==> src/rtl/thm_pkg.sv <==
package thm_pkg;
  typedef enum logic [1:0] {
    POL_AVG = 2'd0,
    POL_MAX = 2'd1,
    POL_SEL = 2'd2,
    POL_RSV = 2'd3
  } policy_e;

  localparam int STAT_W    = 32;
  localparam int EVT_W     = 5;
  localparam int IRQ_PTS   = 3;
  localparam int EV_COLD   = 0;
  localparam int EV_HOT    = 1;
  localparam int EV_LOW    = 2;
  localparam int EV_HIGH   = 3;
  localparam int EV_H2N    = 4;
  localparam int TO_BIT    = 15;
  localparam int IMM_BASE  = 16;
  localparam int FILT_BASE = 19;

  localparam int A_COLD = 0;
  localparam int A_HOT  = 1;
  localparam int A_H2N  = 2;
  localparam int A_HIGH = 3;
  localparam int A_LOW  = 4;
  localparam int A_IEN  = 5;
  localparam int A_CTRL = 6;
  localparam int A_MASK = 7;
  localparam int A_DET  = 8;
endpackage

==> src/rtl/thm_regs.sv <==
module thm_regs import thm_pkg::*; #(
  parameter int NUM_PTS = 4,
  parameter int TEMP_W  = 12,
  parameter int DET_W   = 4,
  parameter int ADDR_W  = 4,
  localparam int SEL_W  = $clog2(NUM_PTS)
) (
  input  logic                clk_i,
  input  logic                rst_ni,
  input  logic                wr_en_i,
  input  logic [ADDR_W-1:0]   wr_addr_i,
  input  logic [STAT_W-1:0]   wr_data_i,
  output logic [TEMP_W-1:0]   cold_thr_o,
  output logic [TEMP_W-1:0]   hot_thr_o,
  output logic [TEMP_W-1:0]   h2n_thr_o,
  output logic [TEMP_W-1:0]   high_thr_o,
  output logic [TEMP_W-1:0]   low_thr_o,
  output logic [STAT_W-1:0]   irq_en_o,
  output policy_e             policy_o,
  output logic [SEL_W-1:0]    sel_o,
  output logic [NUM_PTS-1:0]  mask_o,
  output logic [DET_W-1:0]    det_n_o
);
  always_ff @(posedge clk_i or negedge rst_ni) begin
    if (!rst_ni) begin
      cold_thr_o <= '0;
      hot_thr_o  <= '0;
      h2n_thr_o  <= '0;
      high_thr_o <= '0;
      low_thr_o  <= '0;
      irq_en_o   <= '0;
      policy_o   <= POL_AVG;
      sel_o      <= '0;
      mask_o     <= '0;
      det_n_o    <= '0;
    end else if (wr_en_i) begin
      case (int'(wr_addr_i))
        A_COLD: cold_thr_o <= wr_data_i[TEMP_W-1:0];
        A_HOT:  hot_thr_o  <= wr_data_i[TEMP_W-1:0];
        A_H2N:  h2n_thr_o  <= wr_data_i[TEMP_W-1:0];
        A_HIGH: high_thr_o <= wr_data_i[TEMP_W-1:0];
        A_LOW:  low_thr_o  <= wr_data_i[TEMP_W-1:0];
        A_IEN:  irq_en_o   <= wr_data_i;
        A_CTRL: begin
          policy_o <= policy_e'(wr_data_i[17:16]);
          sel_o    <= wr_data_i[SEL_W-1:0];
        end
        A_MASK: mask_o  <= wr_data_i[NUM_PTS-1:0];
        A_DET:  det_n_o <= wr_data_i[DET_W-1:0];
        default: ;
      endcase
    end
  end
endmodule

==> src/rtl/thm_point.sv <==
module thm_point import thm_pkg::*; #(
  parameter int TEMP_W = 12,
  parameter int DET_W  = 4
) (
  input  logic              clk_i,
  input  logic              rst_ni,
  input  logic              sample_i,
  input  logic [TEMP_W-1:0] meas_i,
  input  logic [TEMP_W-1:0] cold_thr_i,
  input  logic [TEMP_W-1:0] hot_thr_i,
  input  logic [TEMP_W-1:0] h2n_thr_i,
  input  logic [TEMP_W-1:0] high_thr_i,
  input  logic [TEMP_W-1:0] low_thr_i,
  input  logic [DET_W-1:0]  det_n_i,
  output logic [EVT_W-1:0]  evt_o,
  output logic              imm_o,
  output logic              filt_o
);
  logic [EVT_W-1:0] cond;
  logic [DET_W-1:0] cnt_q [EVT_W];
  logic             hot_armed_q;
  logic             filt_ph_q;

  always_comb begin
    cond[EV_COLD] = meas_i <= cold_thr_i;
    cond[EV_HOT]  = meas_i >= hot_thr_i;
    cond[EV_LOW]  = meas_i <= low_thr_i;
    cond[EV_HIGH] = meas_i >= high_thr_i;
    cond[EV_H2N]  = hot_armed_q && (meas_i < h2n_thr_i);
  end

  for (genvar k = 0; k < EVT_W; k++) begin : g_evt
    assign evt_o[k] = sample_i && cond[k] && (cnt_q[k] == det_n_i);

    always_ff @(posedge clk_i or negedge rst_ni) begin
      if (!rst_ni)                        cnt_q[k] <= '0;
      else if (sample_i) begin
        if (!cond[k] || evt_o[k])         cnt_q[k] <= '0;
        else                              cnt_q[k] <= cnt_q[k] + 1'b1;
      end
    end
  end

  always_ff @(posedge clk_i or negedge rst_ni) begin
    if (!rst_ni) begin
      hot_armed_q <= 1'b0;
      filt_ph_q   <= 1'b0;
    end else if (sample_i) begin
      filt_ph_q <= ~filt_ph_q;
      if (evt_o[EV_HOT])      hot_armed_q <= 1'b1;
      else if (evt_o[EV_H2N]) hot_armed_q <= 1'b0;
    end
  end

  assign imm_o  = sample_i;
  assign filt_o = sample_i && filt_ph_q;
endmodule

==> src/rtl/thm_merge.sv <==
module thm_merge import thm_pkg::*; #(
  parameter int NUM_PTS = 4,
  parameter int TEMP_W  = 12,
  localparam int SEL_W  = $clog2(NUM_PTS),
  localparam int SUM_W  = TEMP_W + $clog2(NUM_PTS) + 1,
  localparam int CNT_W  = $clog2(NUM_PTS + 1)
) (
  input  logic                      clk_i,
  input  logic                      rst_ni,
  input  logic                      upd_i,
  input  logic [NUM_PTS*TEMP_W-1:0] meas_i,
  input  logic [NUM_PTS-1:0]        mask_i,
  input  policy_e                   policy_i,
  input  logic [SEL_W-1:0]          sel_i,
  output logic [TEMP_W-1:0]         prot_o
);
  logic [SUM_W-1:0]  sum;
  logic [CNT_W-1:0]  cnt;
  logic [TEMP_W-1:0] max_v;
  logic [TEMP_W-1:0] sel_v;
  logic [TEMP_W-1:0] nxt;
  logic              load;

  always_comb begin
    sum   = '0;
    cnt   = '0;
    max_v = '0;
    for (int p = 0; p < NUM_PTS; p++) begin
      if (mask_i[p]) begin
        sum = sum + SUM_W'(meas_i[p*TEMP_W +: TEMP_W]);
        cnt = cnt + 1'b1;
        if (meas_i[p*TEMP_W +: TEMP_W] > max_v) max_v = meas_i[p*TEMP_W +: TEMP_W];
      end
    end
    sel_v = meas_i[int'(sel_i)*TEMP_W +: TEMP_W];
  end

  always_comb begin
    nxt  = prot_o;
    load = 1'b0;
    if (upd_i && (cnt != '0)) begin
      unique case (policy_i)
        POL_AVG: begin nxt = TEMP_W'(sum / SUM_W'(cnt)); load = 1'b1; end
        POL_MAX: begin nxt = max_v; load = 1'b1; end
        POL_SEL: begin nxt = sel_v; load = mask_i[sel_i]; end
        default: ;
      endcase
    end
  end

  always_ff @(posedge clk_i or negedge rst_ni) begin
    if (!rst_ni)   prot_o <= '0;
    else if (load) prot_o <= nxt;
  end
endmodule

==> src/rtl/thermal_mon.sv <==
module thermal_mon import thm_pkg::*; #(
  parameter int NUM_PTS = 4,
  parameter int TEMP_W  = 12,
  parameter int DET_W   = 4,
  parameter int ADDR_W  = 4
) (
  input  logic                      clk_i,
  input  logic                      rst_ni,
  input  logic [NUM_PTS*TEMP_W-1:0] meas_i,
  input  logic                      meas_vld_i,
  input  logic                      bus_to_i,
  input  logic                      wr_en_i,
  input  logic [ADDR_W-1:0]         wr_addr_i,
  input  logic [31:0]               wr_data_i,
  input  logic                      clr_i,
  input  logic [31:0]               clr_mask_i,
  output logic [31:0]               status_o,
  output logic                      irq_o,
  output logic [TEMP_W-1:0]         prot_o
);
  localparam int SEL_W = $clog2(NUM_PTS);

  logic [TEMP_W-1:0]  cold_thr, hot_thr, h2n_thr, high_thr, low_thr;
  logic [STAT_W-1:0]  irq_en;
  policy_e            policy;
  logic [SEL_W-1:0]   sel;
  logic [NUM_PTS-1:0] mask;
  logic [DET_W-1:0]   det_n;

  logic [EVT_W-1:0]   evt  [IRQ_PTS];
  logic [IRQ_PTS-1:0] imm, filt;
  logic [STAT_W-1:0]  set_vec;

  thm_regs #(.NUM_PTS(NUM_PTS), .TEMP_W(TEMP_W), .DET_W(DET_W), .ADDR_W(ADDR_W)) regs_i (
    .clk_i, .rst_ni, .wr_en_i, .wr_addr_i, .wr_data_i,
    .cold_thr_o(cold_thr), .hot_thr_o(hot_thr), .h2n_thr_o(h2n_thr),
    .high_thr_o(high_thr), .low_thr_o(low_thr), .irq_en_o(irq_en),
    .policy_o(policy), .sel_o(sel), .mask_o(mask), .det_n_o(det_n)
  );

  for (genvar p = 0; p < IRQ_PTS; p++) begin : g_pt
    thm_point #(.TEMP_W(TEMP_W), .DET_W(DET_W)) pt_i (
      .clk_i, .rst_ni,
      .sample_i(meas_vld_i && mask[p]),
      .meas_i(meas_i[p*TEMP_W +: TEMP_W]),
      .cold_thr_i(cold_thr), .hot_thr_i(hot_thr), .h2n_thr_i(h2n_thr),
      .high_thr_i(high_thr), .low_thr_i(low_thr), .det_n_i(det_n),
      .evt_o(evt[p]), .imm_o(imm[p]), .filt_o(filt[p])
    );
  end

  thm_merge #(.NUM_PTS(NUM_PTS), .TEMP_W(TEMP_W)) merge_i (
    .clk_i, .rst_ni, .upd_i(meas_vld_i), .meas_i, .mask_i(mask),
    .policy_i(policy), .sel_i(sel), .prot_o
  );

  always_comb begin
    set_vec = '0;
    for (int p = 0; p < IRQ_PTS; p++) begin
      set_vec[EVT_W*p +: EVT_W] = evt[p];
      set_vec[IMM_BASE+p]       = imm[p];
      set_vec[FILT_BASE+p]      = filt[p];
    end
    set_vec[TO_BIT] = bus_to_i;
  end

  // set has priority over a same-cycle clear
  always_ff @(posedge clk_i or negedge rst_ni) begin
    if (!rst_ni) status_o <= '0;
    else         status_o <= (status_o & ~(clr_i ? clr_mask_i : 32'h0)) | set_vec;
  end

  assign irq_o = |(status_o & irq_en);
endmodule

==> config.mk <==
export PLATFORM = sky130hd
export DESIGN_NAME = thermal_mon
export DESIGN_NICKNAME = d
export VERILOG_FILES = /design/src/rtl/thm_pkg.sv /design/src/rtl/thm_regs.sv /design/src/rtl/thm_point.sv /design/src/rtl/thm_merge.sv /design/src/rtl/thermal_mon.sv
export SDC_FILE = /design/constraint.sdc
export NUM_CORES = 1
export LEC_CHECK = 0
export ABC_AREA = 1
export ABC_CLOCK_PERIOD_IN_PS = 21900
export CAP_MARGIN = 20
export CELL_PAD_IN_SITES_DETAIL_PLACEMENT = 1
export CELL_PAD_IN_SITES_GLOBAL_PLACEMENT = 2
export CORE_UTILIZATION = 32
export CTS_CLUSTER_SIZE = 28
export DETAILED_ROUTE_END_ITERATION = 12
export PLACE_DENSITY = 0.81
export REMOVE_ABC_BUFFERS = 1
export SLEW_MARGIN = 20
export SYNTH_ARGS = -nofsm -noshare
export SYNTH_HDL_FRONTEND = slang
export SYNTH_SLANG_ARGS = --single-unit
==> constraint.sdc <==
create_clock -name clk_i -period 21.9 [get_ports clk_i]
set_input_delay 4.38 -clock clk_i [delete_from_list [all_inputs] [get_ports clk_i]]
set_output_delay 4.38 -clock clk_i [all_outputs]
set_load 0.02 [all_outputs]
==> results.md, run 1 <==
* Slowest stage delay, CP at 600 ps
* Starting Density at 0.326
* Max Slew Vio Count at 0
* NumNets Final at 4227
* CTS tree: yes
* Max Buffers Root-to-Sink at 3
* Share of cells above drive strength 1 at 0.283
* CP arrival at 24020 ps
* Cell repeated most along the worst path: buf_4
* Netlist Area Pre-Place at 0.0216 sq mm
* Post-synthesis sequential area ratio at 0.248
* Clock Skew at 14.2 ps
* GRT Util Overall at 0.274
* CP max FO at 4
* Cell Rows at 94
* Fmax at 42.5 MHz
* Setup Viol. Count Final at 2
* # Max-Cap Violations at 0
* Min-delay worst type: reg -> reg
* Netlist cell types at 63
* Clk_lat worst skew at 570 ps
* Initial antenna violation count at 2
* Share of the synthesized area in the top cell type at 0.248
* Die Footprint at 0.0686 sq mm
* Placer Congestion at 0.926
* Root Buffer: clkbuf_16
* Slowest-stage cell, CP: clkdlybuf4s50_1
* Top FF cell, synth: dfrtp_1
* Drt wl/cell at 21.5 um
* Vias in the first global route at approximately 27k
* CTS Buf Count at 26
* Vias/cell at 5.36
* Failing checks: negative setup slack
* Synthesis-to-finish area growth at 44.7%
* Crit Path Category: in -> reg
* RSZ-0062 raised after global routing: yes
* Final hold slack at 487 ps
* Syn_area_per_cell at 7.19 sq um
* Slew margin rel. at 0.259
* Worst slew pin tran at 1110 ps
* Total gr overflow at 0
* EDFF count, synth at 0
* Post-synth top area cell: dfrtp_1
* Detailed-route wire length at between 100000 and 150000 um
* Synthesized flop and latch total at 214
* Period utilization at 1.08
* Iter 0 DRT Violations at ~1.3k
* Core area at approximately 0.066 sq mm
* Sink Count at 214
* Syn. warnings at 0
* WP buf/inv at 50
* Fin worst setup slack at -1660 ps
* Clk pin slew, worst setup/hold paths at 60 ps
* Htree depth at 1
* Synth area leaders: dfrtp_1 25%, ha_1 18%, nand2_1 11%
* Synth async-reset ratio at 1.00
* Status: finished, violations left
* DR vias at ~25k
* Min Tclk post-route at 23560 ps
* Commonest cells post-synth: 662 x nand2_1, 397 x inv_1, 312 x ha_1
* First-pass GRT wire length at 147000 um
* Delay-heaviest family, CP: buffers and inverters
* Chip Height at 262 um
* Fin. Hold Viols at 0
* Die X at between 200 and 300 um
* Post-Synthesis Cells at 3005
* Setup crit start kind: primary input
* WP data required at between 20000 and 25000 ps
* Drt drc at 0
* Routed Antenna Nets at 0
* Post-route setup TNS at -2520 ps
* CP endpoint kind: flop
* Buffers on Ports at 166
* Largest net degree at the start of global routing at 106
* Top-count cell post-synth: nand2_1
* Post-DP HPWL at 70000 um
* Number of I/O pins at ~170
* Drt first pass iters at 5
[metrics by stage]
stage	setup slack [ps]	utilization	cells	cell area (sq um)
floorplan	-3630	-	2935	21300
global placement	-2920	0.414	4425	27500
detailed placement	-4580	0.414	4425	27500
CTS	-1290	0.451	4623	29900
global route	-2700	0.471	4674	31300
finish	-1660	0.471	4675	31300
[per-layer routing]
| metal | global-route usage | vias to the layer above | wire [um] |
|---|---|---|---|
| li1 | - | 11700 | - |
| met4 | 0.117 | 2 | 4910 |
| met3 | 0.0292 | 279 | 3880 |
| met5 | 0 | - | 11 |
| met2 | 0.488 | 603 | 49600 |
| met1 | 0.334 | 12400 | 41900 |
[repair_timing]
item / CTS / global route
pin swaps: 105 / 120
hold endpoints to repair: 0 / 0
endpoints found under the setup margin: 4 / 4
gates resized for setup: 157 / 226
hold buffers: 0 / 0
setup buffers: 153 / 55
gates cloned: 0 / 0
[tightest hold or removal path, stage by stage (launching register included)]
cell and delay, ps:
dfrtp_1 340, nand2_1 50, o21ai_0 60
[registers in the layout, indices dropped and copies added, names as in the netlist]
| name | count |
|---|---|
| regs_i.cold_thr_o | 12 |
| merge_i.prot_o | 12 |
| regs_i.h2n_thr_o | 12 |
| g_pt.pt_i.filt_ph_q | 3 |
| regs_i.policy_o | 2 |
| regs_i.mask_o | 4 |
| regs_i.irq_en_o | 32 |
| regs_i.hot_thr_o | 12 |
| g_pt.pt_i.hot_armed_q | 3 |
| g_pt.pt_i.cnt_q | 60 |
| regs_i.high_thr_o | 12 |
| status_o | 32 |
| regs_i.det_n_o | 4 |
| regs_i.sel_o | 2 |
| regs_i.low_thr_o | 12 |
[cell families after synthesis]
group / share of synthesized area
XOR/XNOR: 0.0401
adder cells (fa/ha/maj): 0.183
multiplexers: 0.00984
AO/OA/AOI/OAI: 0.174
AND/OR/NAND/NOR: 0.256
flip-flops: 0.248
buffers and inverters: 0.0885
[final timing paths]
check / startpoint / slack (ps) / depth (start not counted) / to
setup reg to reg: regs_i.mask_o[0] / 1470 / 161 / merge_i.prot_o[0]
min in group asynchronous: rst_ni / 3870 / 1 / regs_i.high_thr_o[3]
hold reg to reg: regs_i.hot_thr_o[4] / 490 / 2 / regs_i.hot_thr_o[4]
hold / removal: regs_i.hot_thr_o[4] / 490 / 2 / regs_i.hot_thr_o[4]
setup / recovery: meas_i[10] / -1660 / 154 / merge_i.prot_o[0]
max in group asynchronous: rst_ni / 15890 / 3 / status_o[23]
[layout by cell type, fill, tap and decap left out, drive strengths merged, types with 4 or more instances in the layout]
cell | synthesis | layout
o221ai | 7 | 7
a21oi | 197 | 197
o22ai | 15 | 15
clkinv | 5 | 14
o21ai | 296 | 296
o2111ai | 8 | 8
nor4 | 7 | 7
xnor2 | 25 | 25
a21o | 5 | 5
o41ai | 4 | 4
dlymetal6s2s | 0 | 9
a221oi | 12 | 12
ha | 312 | 312
nor2 | 195 | 195
nor3 | 19 | 19
a31oi | 9 | 9
mux2 | 18 | 18
o31ai | 4 | 4
clkbuf | 58 | 36
o21bai | 14 | 14
nand3b | 8 | 8
buf | 12 | 665
a21boi | 17 | 17
xor2 | 74 | 74
nand4 | 67 | 67
clkdlybuf4s50 | 0 | 146
a211o | 4 | 4
a22o | 14 | 14
a211oi | 21 | 21
nand2 | 700 | 700
nand3 | 204 | 204
inv | 414 | 415
dfrtp | 214 | 214
o21a | 4 | 4
or2 | 11 | 11
o211ai | 17 | 17
[final cells by class]
type                    count  area (sq um)
fillers                  8177         35100
multi-input cells        2302         15700
repair buffers            827          6690
flip-flops and latches    214          5360
inverters                 419          1600
well taps                 864          1080
clock buffers              34           711
clock inverters            13           140
diodes                      2          5.00
Power of run 1 is left out: the tool's default activity adds up to more than one toggle a clock period on the data nets, which glitch-free logic cannot reach.
==> run 2, diff against run 1 <==
--- a/config.mk
+++ b/config.mk
@@ -7,7 +7,7 @@
 export LEC_CHECK = 0
 export ABC_AREA = 1
 export ABC_CLOCK_PERIOD_IN_PS = 21900
-export CAP_MARGIN = 20
+export CAP_MARGIN = 30
 export CELL_PAD_IN_SITES_DETAIL_PLACEMENT = 1
 export CELL_PAD_IN_SITES_GLOBAL_PLACEMENT = 2
 export CORE_UTILIZATION = 32
==> results.md, run 2 (same netlist as run 1, synthesis figures left out) <==
* Post-DP Area at 0.0275 sq mm (+0.15%)
* NumNets Final at 4299 (+1.7%)
* Fin. Hold Viols at 0 (unchanged)
* Finished Layout Cells at 4746 (+1.5%)
* Worst slew pin tran at 945 ps (-164 ps)
* Post-DP HPWL at 70200 um (+0.30%)
* Max FFs per register at 60 (unchanged)
* Fmax at 40.4 MHz (-4.8%)
* Max Buffers Root-to-Sink at 3 (unchanged)
* GRT Util Overall at 0.294 (+0.0194)
* Hold Buf Count CTS at 0 (unchanged)
* Period utilization at 1.13 (+0.0541)
* Largest net degree at the start of global routing at 106 (unchanged)
* Chip Height at 262 um (unchanged)
* CP max FO at 5 (+1)
* Status: finished, violations left
* Routed Antenna Nets at 0 (unchanged)
* Iter 0 DRT Violations at 1748 (+40%)
* Detailed-route wire length at 110000 um (+9.6%)
* CP arrival at 25200 ps (+1180 ps)
* Setup Viol. Count Final at 3 (+1)
* Core area at 0.0663 sq mm (unchanged)
* Slew margin rel. at 0.363 (+0.105)
* Cell Rows at 94 (unchanged)
* Max Slew Vio Count at 0 (unchanged)
* CTS Buf Count at 26 (unchanged)
* Fin worst setup slack at -2840 ps (-1180 ps)
* Sink Count at 214 (unchanged)
* Min Tclk post-route at 24740 ps (+1180 ps)
* Most flops, register: g_pt.pt_i.cnt_q
* Placer Congestion at 0.926 (unchanged)
* Clock Skew at 13.9 ps (-0.355 ps)
* CP endpoint kind: flop
* Placed Cells at 4427 (+0.045%)
* Crit Path Category: in -> reg
* DR vias at 25.9k (+3.5%)
* Buffers on Ports at 166 (unchanged)
* RSZ-0062 raised after global routing: yes
* Slowest-stage cell, CP: a211oi_1
* Die Footprint at 0.0686 sq mm (unchanged)
* Total gr overflow at 0 (unchanged)
* CTS tree: yes
* Commonest non-fill, non-tap cells in the layout: 712 x buf_4, 601 x nand2_1, 356 x inv_1
* Synthesis-to-finish area growth at 47.8%
* Cell repeated most along the worst path: nand2_2
* Number of diodes at 0 (-2)
* DP Worst Slack at -4720 ps (-139 ps)
* Share of cells above drive strength 1 at 0.297 (+0.0137)
* Root Buffer: clkbuf_16
* # Max-Cap Violations at 0 (unchanged)
* Htree depth at 1 (unchanged)
* First-pass GRT wire length at 156000 um (+6.1%)
* Min-delay worst type: reg -> reg
* Failing checks: negative setup slack
* Drt drc at 0 (unchanged)
* Starting Density at 0.326 (unchanged)
* Hold Path Stages at 2 (unchanged)
* Fillers at 8148 (-0.35%)
* WP data required at 22360 ps (about the same)
* Number of I/O pins at 167 (unchanged)
* Cell area after layout at 0.0320 sq mm (+2.2%)
* Drt wl/cell at 23.2 um (+7.9%)
* Slowest stage delay, CP at 390 ps (-210 ps)
* Vias in the first global route at 27.6k (+3.6%)
* Top flop regs: g_pt.pt_i.cnt_q: 60 flops, regs_i.irq_en_o: 32 flops, status_o: 32 flops
* Initial antenna violation count at 0 (-2)
* Reg2reg path depth at 160 (-0.62%)
* Setup crit start kind: primary input
* Vias/cell at 5.46 (+2.0%)
* Die X at 262 um (unchanged)
* Clk_lat worst skew at 570 ps (about the same)
* Clk pin slew, worst setup/hold paths at 70 ps (about the same)
* Leading cell type in the layout, fill and taps excluded: buf_4
* Drt first pass iters at 5 (unchanged)
==> run 2: changes by cell type in the layout (fill, tap and decap cells not counted), moves of 4 or more <==
cell,before,now
dlymetal6s2s_1,9,3
buf_4,646,712
inv_6,1,5
dlygate4sd2_1,3,10
nand2_4,28,24
nand2_2,71,75
nor2_1,155,159
ha_4,32,36
==> run 2: what timing repair did <==
action | 4_1_cts | 5_1_grt
pin swaps | 116 | 150
resized for setup | 187 | 196
endpoints found under the setup margin | 4 | 4
gates cloned | 0 | 0
setup buffers | 231 | 45
endpoints found under the hold margin | 0 | 0
==> run 2: metrics by stage <==
step / setup TNS [ps] / hold slack (ps) / util
floorplan: -7430 / 450 / -
global placement: -5870 / 467 / 0.414
detailed placement: -11950 / 476 / 0.415
CTS: -1790 / 491 / 0.463
global route: -7400 / 513 / 0.482
finish: -5440 / 488 / 0.482
==> run 2: layer usage <==
| metal | up-vias | routed length, um | part of all wire | track usage |
|---|---|---|---|---|
| met5 | - | 0 | 0 | 0 |
| met4 | 0 | 7460 | 0.068 | 0.150 |
| met3 | 436 | 5060 | 0.046 | 0.0299 |
| met2 | 897 | 53800 | 0.49 | 0.523 |
| met1 | 12700 | 43600 | 0.40 | 0.349 |
| li1 | 11900 | - | - | - |
==> run 2: path summary, 6_finish.rpt <==
check / startpoint / endpoint / slack (ps)
hold / removal: regs_i.cold_thr_o[10] / regs_i.cold_thr_o[10] / 490
min in group asynchronous: rst_ni / regs_i.high_thr_o[1] / 3890
setup / recovery: meas_i[1] / merge_i.prot_o[0] / -2840
setup reg to reg: regs_i.mask_o[0] / merge_i.prot_o[0] / 250
hold reg to reg: regs_i.cold_thr_o[10] / regs_i.cold_thr_o[10] / 490
max in group asynchronous: rst_ni / status_o[22] / 15910
==> run 2: layout make-up <==
type	count	area (sq um)	area share
Clock buffer	29	682	0.0213
Clock inverter	19	253	0.00791
Inverter	419	1610	0.0504
Multi-Input combinational cell	2302	15700	0.492
Sequential cell	214	5360	0.168
Tap cell	864	1080	0.0338
Timing Repair Buffer	899	7260	0.227
==> run 2: worst max-delay path, delay by kind of cell <==
kind / cells / cell delay (ps)
AO/OA/AOI/OAI: 30 / 4060
XOR/XNOR: 3 / 510
adder cells (fa/ha/maj): 17 / 4480
buffers and inverters: 33 / 3250
AND/OR/NAND/NOR: 77 / 8400
Power of run 2 is left out for the same reason.
==> run 3, diff against run 2 <==
--- a/config.mk
+++ b/config.mk
@@ -13,7 +13,7 @@
 export CORE_UTILIZATION = 32
 export CTS_CLUSTER_SIZE = 28
 export DETAILED_ROUTE_END_ITERATION = 12
-export PLACE_DENSITY = 0.81
+export PLACE_DENSITY = 0.9
 export REMOVE_ABC_BUFFERS = 1
 export SLEW_MARGIN = 20
 export SYNTH_ARGS = -nofsm -noshare
==> results.md, run 3 (same netlist as run 1, synthesis figures left out) <==
* Status: finished, violations left
* Failing checks: negative setup slack
* Number of diodes at 0 (unchanged)
* Min Tclk post-route at 24970 ps (+230 ps)
* Slew margin rel. at 0.363 (about the same)
* Commonest non-fill, non-tap cells in the layout: 674 x buf_4, 610 x nand2_1, 355 x inv_1
* Min-delay worst type: reg -> reg
* GRT Util Overall at 0.280 (-0.0139)
* Core area at 0.0663 sq mm (unchanged)
* CTS tree: yes
* Drt drc at 0 (unchanged)
* Total gr overflow at 0 (unchanged)
* Vias/cell at 5.46 (-0.13%)
* Sink Count at 214 (unchanged)
* Post-DP Area at 0.0275 sq mm (about the same)
* Met2 track utilization from global routing at 0.494 (-0.0284)
* Max Buffers Root-to-Sink at 3 (unchanged)
* Fmax at 40.0 MHz (-0.92%)
* Reg2reg setup slack at -40 ps (-290 ps)
* Most flops, register: g_pt.pt_i.cnt_q
* Met3 usage at 0.0279 (-0.00203)
* Max Slew Vio Count at 0 (unchanged)
* Number of I/O pins at 167 (unchanged)
* Iter 0 DRT Violations at 1698 (-2.9%)
* Met1 usage at 0.344 (-0.00505)
* Period utilization at 1.14 (+0.0105)
* Multi-input gate area at 0.0157 sq mm (about the same)
* Cell area after layout at 0.0318 sq mm (-0.45%)
* Leading cell type in the layout, fill and taps excluded: buf_4
* Drt first pass iters at 5 (unchanged)
* Synthesis-to-finish area growth at 47.2%
* Clock Skew at 27.9 ps (+14.0 ps)
* Fin worst setup slack at -3070 ps (-230 ps)
* CP endpoint kind: flop
* # Max-Cap Violations at 0 (unchanged)
* Starting Density at 0.326 (unchanged)
* Top flop regs: g_pt.pt_i.cnt_q: 60 flops, regs_i.irq_en_o: 32 flops, status_o: 32 flops
* Routed Antenna Nets at 0 (unchanged)
* Root Buffer: clkbuf_16
* CP arrival at 25470 ps (+270 ps)
* Fillers at 8204 (+0.69%)
* Die Footprint at 0.0686 sq mm (unchanged)
* Top Usage Layer GRT: met2
* Slowest stage delay, CP at 350 ps (-40 ps)
* Cell Rows at 94 (unchanged)
* Max FFs per register at 60 (unchanged)
* Reg area at 0.00536 sq mm (unchanged)
* Chip Height at 262 um (unchanged)
* Share of cells above drive strength 1 at 0.291 (-0.00607)
* WP data required at 22400 ps (+40 ps)
* NumNets Final at 4270 (-0.67%)
* RSZ-0062 raised after global routing: yes
* Setup crit start kind: primary input
* Cell repeated most along the worst path: buf_4
* CP max FO at 5 (unchanged)
* Post-DP HPWL at 66500 um (-5.2%)
* Worst slew pin tran at 946 ps (+0.323 ps)
* Detailed-route wire length at 106000 um (-3.9%)
* Placer Congestion at 0.929 (+0.29%)
* DR vias at 25.7k (-0.74%)
* Initial antenna violation count at 4 (+4)
* Clk_lat worst skew at 580 ps (about the same)
* Htree depth at 1 (unchanged)
* Buffers on Ports at 166 (unchanged)
* Clk pin slew, worst setup/hold paths at 60 ps (about the same)
* Setup Viol. Count Final at 3 (unchanged)
* Die X at 262 um (unchanged)
* Fin. Hold Viols at 0 (unchanged)
* First-pass GRT wire length at 150000 um (-3.9%)
* CTS Buf Count at 27 (+3.8%)
* Largest net degree at the start of global routing at 77 (-27%)
* Vias in the first global route at 26.6k (-3.5%)
* Crit Path Category: in -> reg
* Slowest-stage cell, CP: ha_1
* Drt wl/cell at 22.4 um (-3.3%)
run 3: final cells by class:
type                            count  share of cell area
Timing Repair Buffer              869               0.224
Inverter                          419              0.0505
Sequential cell                   214               0.168
Multi-Input combinational cell   2302               0.494
Clock inverter                     16             0.00618
Tap cell                          864              0.0340
Clock buffer                       33              0.0232
run 3: worst max-delay path, delay by kind of cell:
kind | cells | cell delay (ps)
AO/OA/AOI/OAI | 23 | 2980
XOR/XNOR | 3 | 440
adder cells (fa/ha/maj) | 17 | 4530
buffers and inverters | 55 | 5310
AND/OR/NAND/NOR | 72 | 7770
run 3: layer usage:
layer / vias up / wire (um)
li1: 11800 / -
met1: 12600 / 42500
met2: 906 / 51000
met3: 408 / 5370
met4: 8 / 6670
met5: - / 58
run 3: final timing paths:
check / to / depth (start not counted) / startpoint
worst max-delay path: merge_i.prot_o[0] / 170 / meas_i[0]
worst min-delay path: regs_i.hot_thr_o[7] / 2 / regs_i.hot_thr_o[7]
worst max register to register: merge_i.prot_o[0] / 168 / regs_i.mask_o[0]
worst min register to register: regs_i.hot_thr_o[7] / 2 / regs_i.hot_thr_o[7]
max in group asynchronous: regs_i.irq_en_o[13] / 3 / rst_ni
min in group asynchronous: regs_i.irq_en_o[18] / 1 / rst_ni
run 3: stage by stage:
step	TNS [ps]	setup slack (ps)	hold slack (ps)	util	instances
finish	-6280	-3070	483	0.479	4717
CTS	-1060	-944	488	0.461	4667
floorplan	-7430	-3630	450	-	2935
detailed placement	-10340	-4340	472	0.415	4420
global placement	-5640	-2870	465	0.413	4416
global route	-9080	-3850	509	0.479	4717
run 3: what timing repair did:
| item | 4_1_cts | 5_1_grt |
|---|---|---|
| gates resized for setup | 216 | 169 |
| setup endpoints to repair | 4 | 4 |
| buffers inserted | 207 | 50 |
| pin swaps | 143 | 137 |
| endpoints found under the hold margin | 0 | 0 |
| hold buffers | 0 | 0 |
Power of run 3 is left out for the same reason.
